===== src/rtl/vtg_pkg.sv =====
package vtg_pkg;
  localparam int LINE_W    = 11;
  localparam int WID_W     = 8;
  localparam int ADDR_W    = 4;
  localparam int NUM_PULSE = 2;
  localparam int NUM_FIELD = 2;
  localparam int NUM_CFG   = NUM_PULSE * NUM_FIELD;
  localparam int PARTS     = 3;

  typedef struct packed {
    logic [LINE_W-1:0] start;
    logic [WID_W-1:0]  width;
  } pulse_cfg_t;
endpackage


===== src/rtl/vtg_line_counter.sv =====
module vtg_line_counter
  import vtg_pkg::*;
(
  input  logic              clk,
  input  logic              rst_n,
  input  logic              line_strobe,
  input  logic              frame_start,
  input  logic              field_id,
  output logic [LINE_W-1:0] cnt_q,
  output logic [LINE_W-1:0] cnt_d,
  output logic              field_q,
  output logic              field_d,
  output logic              boundary
);
  localparam logic [LINE_W-1:0] CNT_MAX = '1;

  always_comb begin
    boundary = line_strobe && (frame_start || (field_id != field_q));
    cnt_d    = cnt_q;
    field_d  = field_q;
    if (boundary) begin
      cnt_d   = LINE_W'(1);
      field_d = field_id;
    end else if (line_strobe && (cnt_q != CNT_MAX)) begin
      cnt_d = cnt_q + 1'b1;
    end
  end

  always_ff @(posedge clk or negedge rst_n) begin
    if (!rst_n) begin
      cnt_q   <= '0;
      field_q <= 1'b0;
    end else if (line_strobe) begin
      cnt_q   <= cnt_d;
      field_q <= field_d;
    end
  end
endmodule


===== src/rtl/vtg_cfg_bank.sv =====
module vtg_cfg_bank
  import vtg_pkg::*;
(
  input  logic                     clk,
  input  logic                     rst_n,
  input  logic                     wr_en,
  input  logic [ADDR_W-1:0]        wr_addr,
  input  logic [7:0]               wr_data,
  input  logic                     load,
  output pulse_cfg_t [NUM_CFG-1:0] cfg_q,
  output pulse_cfg_t [NUM_CFG-1:0] cfg_next
);
  localparam int HI_W = LINE_W - 8;

  pulse_cfg_t [NUM_CFG-1:0] stage_q, stage_d;

  always_comb begin
    stage_d = stage_q;
    if (wr_en) begin
      for (int e = 0; e < NUM_CFG; e++) begin
        if (wr_addr == ADDR_W'((e / NUM_FIELD) * NUM_FIELD * PARTS + (e % NUM_FIELD) * PARTS))
          stage_d[e].start[7:0] = wr_data;
        if (wr_addr == ADDR_W'((e / NUM_FIELD) * NUM_FIELD * PARTS + (e % NUM_FIELD) * PARTS + 1))
          stage_d[e].start[LINE_W-1:8] = wr_data[HI_W-1:0];
        if (wr_addr == ADDR_W'((e / NUM_FIELD) * NUM_FIELD * PARTS + (e % NUM_FIELD) * PARTS + 2))
          stage_d[e].width = wr_data[WID_W-1:0];
      end
    end
  end

  assign cfg_next = load ? stage_q : cfg_q;

  always_ff @(posedge clk or negedge rst_n) begin
    if (!rst_n) begin
      stage_q <= '0;
      cfg_q   <= '0;
    end else begin
      if (wr_en) stage_q <= stage_d;
      if (load)  cfg_q   <= stage_q;
    end
  end
endmodule


===== src/rtl/vtg_window.sv =====
module vtg_window
  import vtg_pkg::*;
(
  input  logic [LINE_W-1:0] cnt,
  input  pulse_cfg_t        cfg,
  output logic              hit
);
  logic [LINE_W:0] stop;

  always_comb begin
    stop = {1'b0, cfg.start} + {{(LINE_W + 1 - WID_W){1'b0}}, cfg.width};
    hit  = (cfg.start != '0) && (cfg.width != '0) &&
           (cnt >= cfg.start) && ({1'b0, cnt} < stop);
  end
endmodule


===== src/rtl/vert_timing_gen.sv =====
module vert_timing_gen
  import vtg_pkg::*;
(
  input  logic              clk,
  input  logic              rst_n,
  input  logic              line_strobe,
  input  logic              frame_start,
  input  logic              field_id,
  input  logic              wr_en,
  input  logic [ADDR_W-1:0] wr_addr,
  input  logic [7:0]        wr_data,
  output logic              vref,
  output logic              vs,
  output logic              v_flag
);
  logic [1:0]               rst_pipe;
  logic                     rst_q_n;
  logic [LINE_W-1:0]        cnt_q, cnt_d;
  logic                     field_q, field_d, boundary;
  pulse_cfg_t [NUM_CFG-1:0] cfg_q, cfg_next;
  logic [NUM_PULSE-1:0]     hit;
  logic                     vref_d, vs_d, vflag_d;
  pulse_cfg_t               vref_act, vs_act;

  always_ff @(posedge clk or negedge rst_n) begin
    if (!rst_n) rst_pipe <= 2'b00;
    else        rst_pipe <= {rst_pipe[0], 1'b1};
  end
  assign rst_q_n = rst_pipe[1];

  vtg_line_counter u_cnt (
    .clk(clk), .rst_n(rst_q_n), .line_strobe(line_strobe),
    .frame_start(frame_start), .field_id(field_id),
    .cnt_q(cnt_q), .cnt_d(cnt_d), .field_q(field_q), .field_d(field_d),
    .boundary(boundary)
  );

  vtg_cfg_bank u_bank (
    .clk(clk), .rst_n(rst_q_n), .wr_en(wr_en), .wr_addr(wr_addr),
    .wr_data(wr_data), .load(boundary), .cfg_q(cfg_q), .cfg_next(cfg_next)
  );

  for (genvar p = 0; p < NUM_PULSE; p++) begin : g_pulse
    pulse_cfg_t sel_cfg;
    assign sel_cfg = cfg_next[{1'(p), field_d}];
    vtg_window u_win (.cnt(cnt_d), .cfg(sel_cfg), .hit(hit[p]));
  end

  assign vref_act = cfg_q[{1'b0, field_q}];
  assign vs_act   = cfg_q[{1'b1, field_q}];

  always_comb begin
    vref_d  = hit[0];
    vs_d    = hit[1];
    vflag_d = hit[0];
  end

  always_ff @(posedge clk or negedge rst_q_n) begin
    if (!rst_q_n) begin
      vref   <= 1'b0;
      vs     <= 1'b0;
      v_flag <= 1'b0;
    end else if (line_strobe) begin
      vref   <= vref_d;
      vs     <= vs_d;
      v_flag <= vflag_d;
    end
  end
endmodule


===== config.mk =====
export PLATFORM = sky130hd
export DESIGN_NAME = vert_timing_gen
export DESIGN_NICKNAME = d
export VERILOG_FILES = /design/src/rtl/vtg_pkg.sv /design/src/rtl/vtg_line_counter.sv /design/src/rtl/vtg_cfg_bank.sv /design/src/rtl/vtg_window.sv /design/src/rtl/vert_timing_gen.sv
export SDC_FILE = /design/constraint.sdc
export NUM_CORES = 1
export LEC_CHECK = 0
export BUFFER_PORTS_ARGS = -buffer_cell sky130_fd_sc_hd__buf_2
export CAP_MARGIN = 20
export CELL_PAD_IN_SITES_DETAIL_PLACEMENT = 0
export CELL_PAD_IN_SITES_GLOBAL_PLACEMENT = 1
export CORE_ASPECT_RATIO = 2
export CORE_MARGIN = 1.5
export CORE_UTILIZATION = 30
export CTS_CLUSTER_DIAMETER = 80
export DETAILED_ROUTE_END_ITERATION = 7
export GPL_ROUTABILITY_DRIVEN = 0
export PLACE_DENSITY = 0.48
export SLEW_MARGIN = 20
export SYNTH_ARGS = -nofsm -noshare
export SYNTH_HDL_FRONTEND = slang
export SYNTH_HIERARCHICAL = 1
export SYNTH_SLANG_ARGS = --single-unit

===== constraint.sdc =====
create_clock -name clk -period 6.87 [get_ports clk]
set_input_delay 1.374 -clock clk [delete_from_list [all_inputs] [get_ports clk]]
set_output_delay 1.374 -clock clk [all_outputs]
set_load 0.05 [all_outputs]

Word-level counts from Yosys, hierarchy flattened
Cells that the tools add are included.

storage, ports and cells
  output and inout bits = 3
  input port bits = 18
  word-level logic and storage cells = 81
  bits in registers = 168

cells by class
  add/sub/neg operators = 3
  reductions and logical operators = 26
  order comparisons = 6
  equality and inequality tests = 13
  multiplexer cells = 8

operators with widths
  cell                                                        number
  two-way mux 19 bit                                          4
  two-way mux 76 bit                                          1
  adder 11 x 8 -> 12 bit                                      2
  less-than comparator 11 x 12 -> 1 bit                       2
  AND reduction 2 bit                                         12
  greater-or-equal comparator 11 bit                          2
  two-way mux 11 bit                                          2
  nonzero test 11 bit                                         2
  equality test 4 x 3 -> 1 bit, second input constant         4
  equality test 4 bit, second input constant                  4
  nonzero test 8 bit                                          2
  adder 11 x 1 -> 11 bit, second input constant               1
  inequality test 11 bit, second input constant               1
  equality test 4 x 2 -> 1 bit, second input constant         2
  logical AND 1 bit                                           8
  equality test 4 x 1 -> 1 bit, second input constant         1
  logical NOT 4 bit                                           1
  less-than comparator 1 x 3 -> 1 bit, second input constant  1
  less-than comparator 2 x 3 -> 1 bit, second input constant  1
  logical OR 1 bit                                            1
  two-way mux 1 bit                                           1
  inequality test 1 bit                                       1

Logic depth before layout (Yosys ltp)
  word-level depth = 10
  mapped depth = 22
  mapped depth without buffers = 19

Modules after synthesis
The synthesis kept the hierarchy.

by module, submodules not included
  module                          instances  cells an instance  sequential area each (um^2)  area an instance (um^2)
  vtg_cfg_bank                    1          336                3803.6                       5740.5
  vtg_window at g_pulse[1].u_win  1          115                0.0                          933.4
  vtg_window at g_pulse[0].u_win  1          115                0.0                          893.4
  vtg_line_counter                1          77                 300.3                        745.7
  vert_timing_gen                 1          50                 100.1                        675.6

Least setup slack after synthesis
Ideal clock, no wire load.

  kind = input to register
  from = input field_id
  to = register v_flag
  data required time = 6.803 ns
  stages = 22
  setup slack = 0.755 ns
  library setup time = 0.067 ns
  arrival time = 6.048 ns
  buffers on the path = 3
  path through = xnor2_1 -> and2b_2 -> nor2_1 -> buf_2 -> buf_2 -> buf_2 -> mux2_2 -> mux2_2 -> ha_1 -> fa_1 -> a21oi_1 -> o21ai_1 -> o21ai_0 -> nand2b_1 -> xnor2_1 -> ha_1 -> a211oi_2 -> o21bai_1 -> a21o_2 -> a221o_1 -> a2111oi_2 -> mux2_2

RTL lines
  what                  line                   source
  from (decl)           vert_timing_gen.sv:8   input logic field_id,
  to (signal assigned)  vert_timing_gen.sv:66  v_flag <= vflag_d;
  to (decl)             vert_timing_gen.sv:14  output logic v_flag

==> flow_summary.yaml <==
status:
  status: "completed"
power:
  intPower_uw: 2450
  p_sw_uw: 1232
  total_power_uw: 3682
  p_comb_share_pct: 37.2
  clkPwrFrac_pct: 26.4
  cellLeakagePower_uw: 0.004656
  ir_worst_vdd_v: 0.0001666
  p_seq_share_pct: 36.4
  swShare_pct: 33.47
  pwr_density_cell_mw_per_mm2: 363.5
yosys:
  synth.area.mux_share_pct: 25.70
  yosys.area_share.adder_pct: 8.658
  synth_warnings: 6
  yosysTopAreaCell: "dfrtp_1"
  netlist_top_cells_count: "dfrtp_1, mux2_2, ha_1"
  yosys-top-cells-area: "dfrtp_1, mux2_2, ha_1"
  avgSynthCellArea_um2: 12.97
  yosysSeqAreaShare_pct: 46.77
  ys_ff_latch: 168
  synth_flop_cell: "dfrtp_1"
  synthSimpleGateAreaFrac_pct: 5.874
  synth_cell_types: 69
  syn_nets: 772
  synth_compound_area_share_pct: 8.505
  synth_enable_flop_cells: 0
  synth_top_family_by_area: "multiplexers"
  syn_inst: 693
  asyncSetResetFlopFracSynth_pct: 100.0
  synthXorXnorAreaFrac_pct: 1.754
  synth_most_common_cell: "dfrtp_1"
  syn_area_mm2: 0.008989
  synth_top_area_share_pct: 46.77
die:
  die_w_um: 125.4
  floorplan.initialDensity_pct: 30.46
  ios: 21
  dieArea_mm2: 0.03107
  rows: 89
  die_height_um: 247.8
  core_mm2: 0.02951
critical_path:
  endpoint_kind: "register"
  crit_fanout: 26
  reg2reg_slack_ps: 1860
  slowest_stage: "fa_1"
  required_ps: 7240
  cp_cell_sequence: "buf_2 -> xnor2_1 -> and2b_2 -> nor2_4 -> buf_4 -> mux2_2 -> mux2_2 -> fa_1 -> a21oi_1 -> o21ai_1 -> o21ai_0 -> nand2b_1 -> xnor2_1 -> ha_1 -> a211oi_2 -> o21bai_1 -> a21o_2 -> a221o_1 -> a2111oi_2 -> mux2_2"
  cpLargestDelayFamily: "compound AO/OA/AOI/OAI gates"
  setup.worst_path.class: "in2reg"
  start_kind: "primary input"
  crit_path_max_incr_delay_ps: 430
  arrival_ps: 6040
  crit_top_cell: "mux2_2"
  path_buf_inv: 2
timing:
  drv_slew: 0
  rsz0062_at_grt: "false"
  tns_ps: 0
  fin_crit_sh_pct: 82.47
  fmax_mhz: 176.5
  finalCriticalPeriod_ps: 5666
  tightest_slew_ps: 1084
  setup_viol: 0
  max_slew_margin_pct: 27.29
  finalHoldViolations: 0
  finClkSkew_ps: 7.912
placed_design:
  dp_hpwl_um: 16860
  port_buffers: 20
  place_area_mm2: 0.009518
cts:
  cts_resized: 0
  clk-insertion-delay-late_ps: 440
  cts.sinks: 168
  cts_buffer_depth: 2
  cts_made_buffers: 17
  cts_hold_buf: 0
  root_buffer: "clkbuf_16"
  post_cts_buffers: 0
  htree_levels: 4
  cts.clk_slew.worst_paths_ps: 70
  cts_tree: "yes"
detailed_routing:
  routed_wl_um: 22840
  drt_iter0_drc: 214
  drtAntennaViolNets: 0
  routedWlPerCell_um: 20.78
  dr.pass1.iters: 5
  viasPerCell: 5.121
  num_vias: 5628
  drc: 0
finish:
  final_area_mm2: 0.01013
  drive_above_1_share_pct: 38.37
  diodes: 0
  fin_nets: 802
  syn_to_final_growth_pct: 12.69
min_path:
  hold_class: "reg2async"
global_route:
  grt_max_degree: 81
  track_usage_pct: 15.43
  antenna_found_initial: 0
  grt_pass1_wl_um: 35730
  grt_pass1_vias: 6095
  overflow: 0
run:
  drv_cap: 0
[metal layers]
| metal | routed length, um | share of wire (%) | track usage (%) |
|---|---|---|---|
| met1 | 9255 | 41 | 17.03 |
| met2 | 12490 | 55 | 29.06 |
| met3 | 438 | 1.9 | 2.436 |
| met4 | 651 | 2.9 | 6.517 |
| met5 | 0 | 0 | 0 |
[through the flow]
| stage | util [%] | worst slack [ps] | hold WS, ps | cells |
|---|---|---|---|---|
| floorplan | - | 755.3 | 331.2 | 693 |
| global placement | 32.22 | 678.2 | 337.5 | 1067 |
| detailed placement | 32.25 | 707.3 | 341.8 | 1067 |
| CTS | 34.23 | 1161 | 355.2 | 1098 |
| global route | 34.33 | 809.1 | 359.5 | 1099 |
| finish | 34.33 | 1204 | 324.2 | 1099 |
[state kept, by name, indices dropped and copies added (netlist names)]
register / flops
u_bank/cfg_q: 76
v_flag: 1
u_cnt/cnt_q: 11
rst_pipe: 2
vs: 1
u_cnt/field_q: 1
u_bank/stage_q: 76
[layout by cell type (no fill, tap or decap), types with 17 or more instances in the layout]
cell type / count
a21oi_1: 19
inv_1: 30
buf_2: 20
mux2_2: 166
dfrtp_1: 167
mux2_4: 28
clkbuf_16: 17
o21ai_0: 17
nand2_1: 18
ha_1: 59
[final cells by class]
type	count	area, um2
Inverter	30	112.6
Sequential cell	168	4208
Clock inverter	12	141.4
Fill cell	2843	19380
Timing Repair Buffer	32	210.2
Multi-Input combinational cell	474	4559
Clock buffer	19	442.9
Tap cell	364	455.4
[worst paths after layout]
kind,depth (start not counted),startpoint,to
setup / recovery,20,field_id,v_flag
max in group asynchronous,2,rst_pipe[1],u_bank/stage_q[6]
hold reg to reg,0,rst_pipe[1],u_cnt/cnt_q[3]
setup reg to reg,19,u_cnt/field_q,v_flag
hold / removal,0,rst_pipe[1],u_cnt/cnt_q[3]
min in group clk,0,rst_pipe[0],rst_pipe[1]
[power by group through the flow]
stage               clock, uW  sequential [uW]  combinational, uW
finish                    972             1340               1370
global route             1040             1370               1530
CTS                      1010             1340               1390
detailed placement          0             1360               1380
global placement            0             1350               1350
floorplan                   0             1340               1040
[cells by family (layout without fill, tap and decap cells)]
group,Yosys count,after routing
buffers and inverters,51,93
AOI/OAI and AO/OA,107,107
adders and majority gates,61,61
xor gates and xnor gates,18,18
DFF,168,168
muxes,196,196
other,1,1
and+or+nand+nor,91,91
Note: power is estimated with default switching activity, not from simulation.
